[src/rtl/ptw_pkg.sv]
package ptw_pkg;
    localparam int ADDR_W  = 32;
    localparam int OFF_W   = 12;
    localparam int IDX_W   = 10;
    localparam int FRAME_W = ADDR_W - OFF_W;
    localparam int WORD_LG = 2;
    localparam int PAD_W   = ADDR_W - IDX_W - WORD_LG;

    localparam int FL_PRES  = 0;
    localparam int FL_WEN   = 1;
    localparam int FL_USER  = 2;
    localparam int FL_ACC   = 5;
    localparam int FL_DIRTY = 6;

    typedef enum logic [1:0] {
        CS_NONE   = 2'd0,
        CS_ABSENT = 2'd1,
        CS_WPROT  = 2'd2,
        CS_PRIV   = 2'd3
    } cause_e;

    typedef enum logic [2:0] {
        S_IDLE, S_DRD, S_DWT, S_TRD, S_TWT, S_DWB, S_TWB, S_RSP
    } walk_st_e;

    typedef struct packed {
        walk_st_e            st;
        logic [FRAME_W-1:0]  base;
        logic [ADDR_W-1:0]   va;
        logic                wr;
        logic                usr;
        logic [ADDR_W-1:0]   dent;
        logic [ADDR_W-1:0]   tent;
        logic                fault;
        cause_e              cause;
        logic                level;
        logic [ADDR_W-1:0]   pa;
    } walk_regs_t;
endpackage

[src/rtl/ptw_perm.sv]
module ptw_perm
    import ptw_pkg::*;
(
    input  logic   pres,
    input  logic   wen,
    input  logic   user_ok,
    input  logic   is_write,
    input  logic   is_user,
    output cause_e cause
);
    always_comb begin
        if (!pres)                   cause = CS_ABSENT;
        else if (is_user && !user_ok) cause = CS_PRIV;
        else if (is_write && !wen)    cause = CS_WPROT;
        else                          cause = CS_NONE;
    end
endmodule

[src/rtl/ptw_flag_upd.sv]
module ptw_flag_upd
    import ptw_pkg::*;
(
    input  logic [ADDR_W-1:0] entry,
    input  logic              mark_dirty,
    output logic [ADDR_W-1:0] updated,
    output logic              changed
);
    logic [ADDR_W-1:0] set_mask;

    always_comb begin
        set_mask = '0;
        set_mask[FL_ACC] = 1'b1;
        set_mask[FL_DIRTY] = mark_dirty;
        updated = entry | set_mask;
        changed = (updated != entry);
    end
endmodule

[src/rtl/ptw_top.sv]
module ptw_top
    import ptw_pkg::*;
(
    input  logic                clk,
    input  logic                rst_n,
    input  logic                cfg_we,
    input  logic [FRAME_W-1:0]  cfg_base,
    input  logic                req_valid,
    output logic                req_ready,
    input  logic [ADDR_W-1:0]   req_va,
    input  logic                req_write,
    input  logic                req_user,
    output logic                rsp_valid,
    input  logic                rsp_ready,
    output logic                rsp_fault,
    output logic [1:0]          rsp_cause,
    output logic                rsp_level,
    output logic [ADDR_W-1:0]   rsp_va,
    output logic [ADDR_W-1:0]   rsp_pa,
    output logic                mem_valid,
    input  logic                mem_ready,
    output logic                mem_we,
    output logic [ADDR_W-1:0]   mem_addr,
    output logic [ADDR_W-1:0]   mem_wdata,
    input  logic                mem_rvalid,
    input  logic [ADDR_W-1:0]   mem_rdata
);
    walk_regs_t r_q, r_d;

    cause_e            lvl_cause;
    logic [ADDR_W-1:0] dir_addr, tbl_addr;
    logic [ADDR_W-1:0] dir_new, tbl_new, tbl_src;
    logic              dir_chg, tbl_chg;

    assign dir_addr = {r_q.base, {OFF_W{1'b0}}}
                    + {{PAD_W{1'b0}}, r_q.va[ADDR_W-1 -: IDX_W], {WORD_LG{1'b0}}};
    assign tbl_addr = {r_q.dent[ADDR_W-1:OFF_W], {OFF_W{1'b0}}}
                    + {{PAD_W{1'b0}}, r_q.va[OFF_W +: IDX_W], {WORD_LG{1'b0}}};
    assign tbl_src  = (r_q.st == S_TWT) ? mem_rdata : r_q.tent;

    ptw_perm u_perm (
        .pres     (mem_rdata[FL_PRES]),
        .wen      (mem_rdata[FL_WEN]),
        .user_ok  (mem_rdata[FL_USER]),
        .is_write (r_q.wr),
        .is_user  (r_q.usr),
        .cause    (lvl_cause)
    );

    ptw_flag_upd u_dir_upd (
        .entry      (r_q.dent),
        .mark_dirty (1'b0),
        .updated    (dir_new),
        .changed    (dir_chg)
    );

    ptw_flag_upd u_tbl_upd (
        .entry      (tbl_src),
        .mark_dirty (r_q.wr),
        .updated    (tbl_new),
        .changed    (tbl_chg)
    );

    always_comb begin
        r_d       = r_q;
        req_ready = 1'b0;
        mem_valid = 1'b0;
        mem_we    = 1'b0;
        mem_addr  = '0;
        mem_wdata = '0;
        if (cfg_we) r_d.base = cfg_base;
        case (r_q.st)
            S_IDLE: begin
                req_ready = 1'b1;
                if (req_valid) begin
                    r_d.va    = req_va;
                    r_d.wr    = req_write;
                    r_d.usr   = req_user;
                    r_d.fault = 1'b0;
                    r_d.cause = CS_NONE;
                    r_d.level = 1'b0;
                    r_d.pa    = '0;
                    r_d.st    = S_DRD;
                end
            end
            S_DRD: begin
                mem_valid = 1'b1;
                mem_addr  = dir_addr;
                if (mem_ready) r_d.st = S_DWT;
            end
            S_DWT: begin
                if (mem_rvalid) begin
                    r_d.dent = mem_rdata;
                    if (lvl_cause != CS_NONE) begin
                        r_d.fault = 1'b1;
                        r_d.cause = lvl_cause;
                        r_d.level = 1'b0;
                        r_d.st    = S_RSP;
                    end else begin
                        r_d.st = S_TRD;
                    end
                end
            end
            S_TRD: begin
                mem_valid = 1'b1;
                mem_addr  = tbl_addr;
                if (mem_ready) r_d.st = S_TWT;
            end
            S_TWT: begin
                if (mem_rvalid) begin
                    r_d.tent = mem_rdata;
                    if (lvl_cause != CS_NONE) begin
                        r_d.fault = 1'b1;
                        r_d.cause = lvl_cause;
                        r_d.level = 1'b1;
                        r_d.st    = S_RSP;
                    end else begin
                        r_d.pa = {mem_rdata[ADDR_W-1:OFF_W], r_q.va[OFF_W-1:0]};
                        if (dir_chg)      r_d.st = S_DWB;
                        else if (tbl_chg) r_d.st = S_TWB;
                        else              r_d.st = S_RSP;
                    end
                end
            end
            S_DWB: begin
                mem_valid = 1'b1;
                mem_we    = 1'b1;
                mem_addr  = dir_addr;
                mem_wdata = dir_new;
                if (mem_ready) r_d.st = tbl_chg ? S_TWB : S_RSP;
            end
            S_TWB: begin
                mem_valid = 1'b1;
                mem_we    = 1'b1;
                mem_addr  = tbl_addr;
                mem_wdata = tbl_new;
                if (mem_ready) r_d.st = S_RSP;
            end
            S_RSP: begin
                if (rsp_ready) r_d.st = S_IDLE;
            end
            default: r_d.st = S_IDLE;
        endcase
    end

    always_ff @(posedge clk or negedge rst_n) begin
        if (!rst_n) r_q <= '0;
        else        r_q <= r_d;
    end

    assign rsp_valid = (r_q.st == S_RSP);
    assign rsp_fault = r_q.fault;
    assign rsp_cause = r_q.cause;
    assign rsp_level = r_q.level;
    assign rsp_va    = r_q.va;
    assign rsp_pa    = r_q.pa;
endmodule

[config.mk]
export PLATFORM = sky130hd
export DESIGN_NAME = ptw_top
export DESIGN_NICKNAME = d
export VERILOG_FILES = /design/src/rtl/ptw_pkg.sv /design/src/rtl/ptw_perm.sv /design/src/rtl/ptw_flag_upd.sv /design/src/rtl/ptw_top.sv
export SDC_FILE = /design/constraint.sdc
export NUM_CORES = 1
export LEC_CHECK = 0
export ABC_AREA = 1
export BUFFER_PORTS_ARGS = -buffer_cell sky130_fd_sc_hd__buf_2
export CORE_MARGIN = 2
export CORE_UTILIZATION = 47
export DETAILED_ROUTE_END_ITERATION = 10
export PLACE_DENSITY_LB_ADDON = 0.12
export SETUP_SLACK_MARGIN = 0.02
export SYNTH_ARGS = -nofsm -noshare
export SYNTH_HDL_FRONTEND = slang
export SYNTH_SLANG_ARGS = --single-unit
[constraint.sdc]
create_clock -name clk -period 1.36 [get_ports clk]
set_input_delay 0.136 -clock clk [delete_from_list [all_inputs] [get_ports clk]]
set_output_delay 0.136 -clock clk [all_outputs]
set_load 0.005 [all_outputs]
Yosys cells after proc, flatten, opt, wreduce, memory -nomap -nowiden:

Index checks and enable logic that the tools add are counted.

* register bits: 157
* bits in latches: 0
* RAM bits: 0
* bits in read-only memories: 0
* input port bits: 93
* output and inout bits: 136
* word-level logic and storage cells: 81
* memories kept: 0

* add/subtract/negate cells: 2
* $mul: 0
* div/mod/pow operators: 0
* magnitude comparators: 0
* equality and inequality tests: 19
* shift-type cells: 0
* muxes and demuxes: 30
* bitwise gates (word level): 1
* reductions and logical operators: 18

Operators with widths (number)
* $pmux 32 s2: 3
* $mux 36: 2
* $add 32x12->32: 2
* $mux 32: 2
* $mux 3: 11
* $ne 32x32->1: 1
* $or 32x7->32: 1
* $pmux 3 s8: 1
* $ne 2x2->1 const B: 9
* $eq 3x3->1 const B: 4
* $mux 4: 3
* $pmux 4 s3: 1
* $reduce_and 8->1: 1
* $eq 3x2->1 const B: 2
* $mux 2: 3
* $reduce_and 2->1: 3
* $reduce_and 6->1: 1
* $reduce_or 2->1: 3
* $mux 1: 4
* $ne 2x1->1 const B: 2
* $reduce_and 4->1: 1
* $reduce_bool 2->1: 2
* $reduce_or 4->1: 1
* $eq 3x1->1 const B: 1
* other kinds (4): 6

Depth between registers and ports, before layout:

* depth after elaboration: 9
* depth in mapped cells: 11
* gate-level depth less buffers: 10

Modules after synthesis:

Synthesis repeated with hierarchy kept, for this count alone.

* cells, all modules: 1098
* area total of the unflattened synthesis: 8525.7 um^2

Modules (own cells, without submodules)
* ptw_top: instances 1, cells each 1019, area each 7983.9 um^2, sequential area each 3928.8 um^2
* ptw_flag_upd: instances 2, cells each 36, area each 254.0 um^2, sequential area each 0.0 um^2
* ptw_perm: instances 1, cells each 7, area each 33.8 um^2, sequential area each 0.0 um^2

Worst setup path after synthesis:

No wires, ideal clock.

* path kind: register -> register
* start point: register r_q[154] (netlist bit)
* end point: register r_q, in the netlist rsp_va[10]
* setup time: 0.125 ns
* data arrival time: 1.283 ns
* data required time: 1.235 ns
* setup slack: -0.048 ns
* cell stages (with the launch flop): 8
* buffers on the path: 2
* clock period less this slack: 1.408 ns
* cell sequence: dfrtp_1 -> buf_6 -> inv_6 -> nand2_8 -> nor2_8 -> nand2_4 -> buf_6 -> mux2_4

* cells in the longest elaborated chain, start to end: 2

Ends and longest elaborated chain
* start: declaration: RTL line ptw_top.sv:28 `walk_regs_t r_q, r_d;`
* start signal: assignment: RTL line ptw_top.sv:148 `else r_q <= r_d;`
* $logic_not 3->1: RTL line ptw_top.sv:72 `case (r_q.st)`
* $reduce_and 2->1 (no source line)

Every way passes these cells.
A chain may end at the register's enable or synchronous reset.

Final worst setup path:

* start point: register r_q[154] (netlist bit)
* end point: output port mem_wdata[6]

* cells in the longest elaborated chain, start to end: 4
* elaborated cells between the ends (all ways): 6
* those cells by class: eq/ne (3); mux (2); bitwise (1)

Ends and longest elaborated chain
* $eq 3x3->1: RTL line ptw_top.sv:39 `assign tbl_src = (r_q.st == S_TWT) ? mem_rdata : r_q.tent;`
* $mux 32: RTL line ptw_top.sv:39
* $or 32x7->32: RTL line ptw_flag_upd.sv:15 `updated = entry | set_mask;`
* $pmux 32 s2 *: RTL line ptw_top.sv:72
* end: declaration: RTL line ptw_top.sv:24 `output logic [ADDR_W-1:0] mem_wdata,`

Every way passes the cells marked *; elsewhere a longest branch is shown, timed or not.

==> impl_metrics.py <==
metrics = {
    "status": {
        "outcome": "finished with violations",
        "failed_checks": "setup timing",
    },
    "die": {
        "dieArea_mm2": 0.0177,
        "initial_utilization_pct": 47.6,
        "fp.dieH_um": 133,
        "coreArea_mm2": 0.0164,
        "num_rows": 47,
        "die_x_um": 133,
        "ioPinCount": 229,
    },
    "timing": {
        "setup_ws_ns": -0.542,
        "holdWs_ns": 0.0306,
        "period_needed_ns": 1.90,
        "rsz0062_at_grt": "yes",
        "finClkSkew_ns": 0.0112,
        "max_freq_mhz": 526,
        "fin_crit_sh_pct": 140,
        "hold_violations": 0,
        "finalMaxSlewViolations": 0,
        "setup_tns_ns": -70.85,
        "finalSetupViolations": 203,
    },
    "power_and_ir_drop": {
        "power_mw": 28.3,
        "power_leakage_nw": 6.37,
        "ir_worst_vdd_uv": 1340,
        "powerDensity_mw_per_mm2": 2270,
    },
    "global_route": {
        "first_global_vias": 6884,
        "grt_pass1_wl_um": 36000,
        "grt_usage_pct": 25.9,
        "antenna_found_initial": 0,
        "grt_overflow": 0,
        "grt_max_degree": 49,
    },
    "finish": {
        "area_growth_syn_to_layout_pct": 59.5,
        "n_fill_cell": 1093,
        "fin_nets": 1241,
        "diodes": 0,
        "final_cells": 1380,
        "drive_gt1_share_pct": 51.1,
        "stdcell_area_mm2": 0.0125,
    },
    "min_path": {
        "hold_class": "input pin to register",
        "min_delay_path_depth": 3,
        "min_from": "mem_rdata[0]",
        "min_delay_worst_endpoint": "r_q[36]",
    },
    "critical_path": {
        "critical-path-max-stage-delay_ns": 0.49,
        "slowest_stage": "dfrtp_2",
        "r2r-end": "rsp_fault",
        "reg2reg_depth": 11,
        "critPathKind": "register to output port",
        "r2r_slack_ns": -0.48,
        "cp_cell_sequence": "buf_12 > nor2_4 > nand2_4 > nand2_2 > nand3_2 > a22o_1 > buf_2",
        "crit_arrival_ns": 1.77,
        "cp.required_ns": 1.22,
        "rr_startpoint": "r_q[154]",
        "end_kind": "output port",
        "crit_fanout": 4,
        "cp-start-kind": "register",
    },
    "synthesis": {
        "synth_area_leaders": "dfrtp_1 (50%), nand2_1 (9.0%), buf_4 (6.6%)",
        "ys_seq_elements": 157,
        "ys.flop_type": "dfrtp_1",
        "yosys_warnings": 0,
        "avgSynthCellArea_um2": 9.53,
        "ys_top_cells_by_count": "nand2_1 (188), dfrtp_1 (157), o21ai_0 (86), inv_1 (81), buf_4 (69)",
        "yosysUniqueCellTypes": 35,
        "yosys.area.top_type": "dfrtp_1",
        "synth-edff-count": 0,
        "synth.most_common_cell": "nand2_1",
        "syn_inst": 820,
        "yosys.area.top_type_share_pct": 50.3,
        "syn_area_mm2": 0.00781,
        "async_flop_share_pct": 100,
        "ys_seq_area_share_pct": 50.3,
    },
    "detailed_routing": {
        "wl_per_cell_um": 17.6,
        "via_per_inst": 5.04,
        "dr.pass1.iters": 5,
        "dr_wl_met2_um": 12200,
        "route.detailed.drc": 0,
        "wl_met3_um": 1290,
        "vias": 6955,
        "dr.max_layer_used": "met4",
        "route.layer.met1.wl_um": 10500,
        "antenna_left": 0,
        "drt_wl_total_um": 24300,
        "drtIter0Drc": 371,
    },
    "cts": {
        "cts-root-buf": "clkbuf_16",
        "cts_buffers": 17,
        "path_clk_slew_ns": 0.07,
        "ctsLongestPathBuffers": 2,
        "cts.sinks": 157,
        "htreeDepth": 4,
        "cts_tree": "yes",
        "clk_latency_ns": 0.43,
    },
    "placed_design": {
        "io_buffers": 226,
        "placed_cells": 1204,
        "gp_congestion": 0.849,
        "dp_hpwl_um": 13100,
        "placed_cell_area_mm2": 0.00901,
    },
    "job": {
        "drv_cap": 0,
    },
}
-- layer usage --
layer | track usage, % | vias to the layer above
li1 | - | 3301
met1 | 34.2 | 3372
met2 | 43.8 | 251
met3 | 4.52 | 31
met4 | 7.53 | 0
met5 | 0 | -
-- cells by family after synthesis --
family	Yosys count	share of synthesized area, %
simple gates	238	13.3
buf+inv	202	14.7
compound gates	189	15.5
flops	157	50.3
mux	33	6.10
other cells	1	0.0480
-- stage by stage --
stage	worst slack [ns]	utilization, %
floorplan	-0.0472	-
global placement	-0.255	54.9
detailed placement	-0.283	54.9
CTS	-0.524	70.8
global route	-0.603	75.9
finish	-0.542	75.9
-- worst max path at each step --
stage                              end      from
final                     mem_wdata[6]  r_q[154]
after global routing      mem_wdata[6]  r_q[154]
after CTS                 mem_wdata[6]  r_q[154]
after detailed placement     rsp_pa[9]  r_q[155]
after global placement       rsp_pa[3]  r_q[155]
after floorplan             rsp_va[23]  r_q[155]
-- timing repair --
item,4_1_cts,5_1_grt
hold buffers,86,0
setup endpoints to repair,201,203
resized for setup,155,184
hold endpoints to repair,268,0
cloned,18,15
buffers inserted,26,6
pin swaps,13,12
-- power breakdown --
part,leakage [nW],internal [mW],switching [mW]
Sequential,1.98,6.50,1.50
Clock,0.303,3.12,1.99
Combinational,4.09,7.96,7.23
-- cells in the final DEF, fill, tap and decap left out, types with 10 or more instances in the layout --
master,instances
mux2_4,28
a32o_1,10
o21ai_1,38
inv_1,79
dlygate4sd3_1,86
buf_8,13
buf_6,23
o22ai_1,19
o21ai_0,22
clkbuf_16,26
buf_12,24
a22o_1,11
o21ai_2,78
nand2_1,112
nand2_4,55
buf_2,226
dfrtp_1,154
buf_16,14
nand4_1,20
nand2_2,26
buf_4,28
-- flip-flops by register name, summed over array words and instances, names as in the netlist --
register	count
r_q	89
rsp_va	32
rsp_pa	32
rsp_cause	2
rsp_level	1
rsp_fault	1
-- critical path: cells and delay by family (launching register included) --
| family | cells | cell delay [ns] |
|---|---|---|
| AOI/OAI and AO/OA | 1 | 0.22 |
| buffers and inverters | 2 | 0.29 |
| DFF | 1 | 0.49 |
| and+or+nand+nor | 4 | 0.34 |
-- area by class of cell --
type	instances	area, µm²	area share [%]
Clock inverter	13	189	1.52
Clock buffer	18	439	3.53
Tap cell	220	275	2.21
Sequential cell	157	3930	31.6
Inverter	85	344	2.76
Multi-Input combinational cell	463	3500	28.1
Timing Repair Buffer	424	3780	30.3
Power figures use the tool's default switching activity.
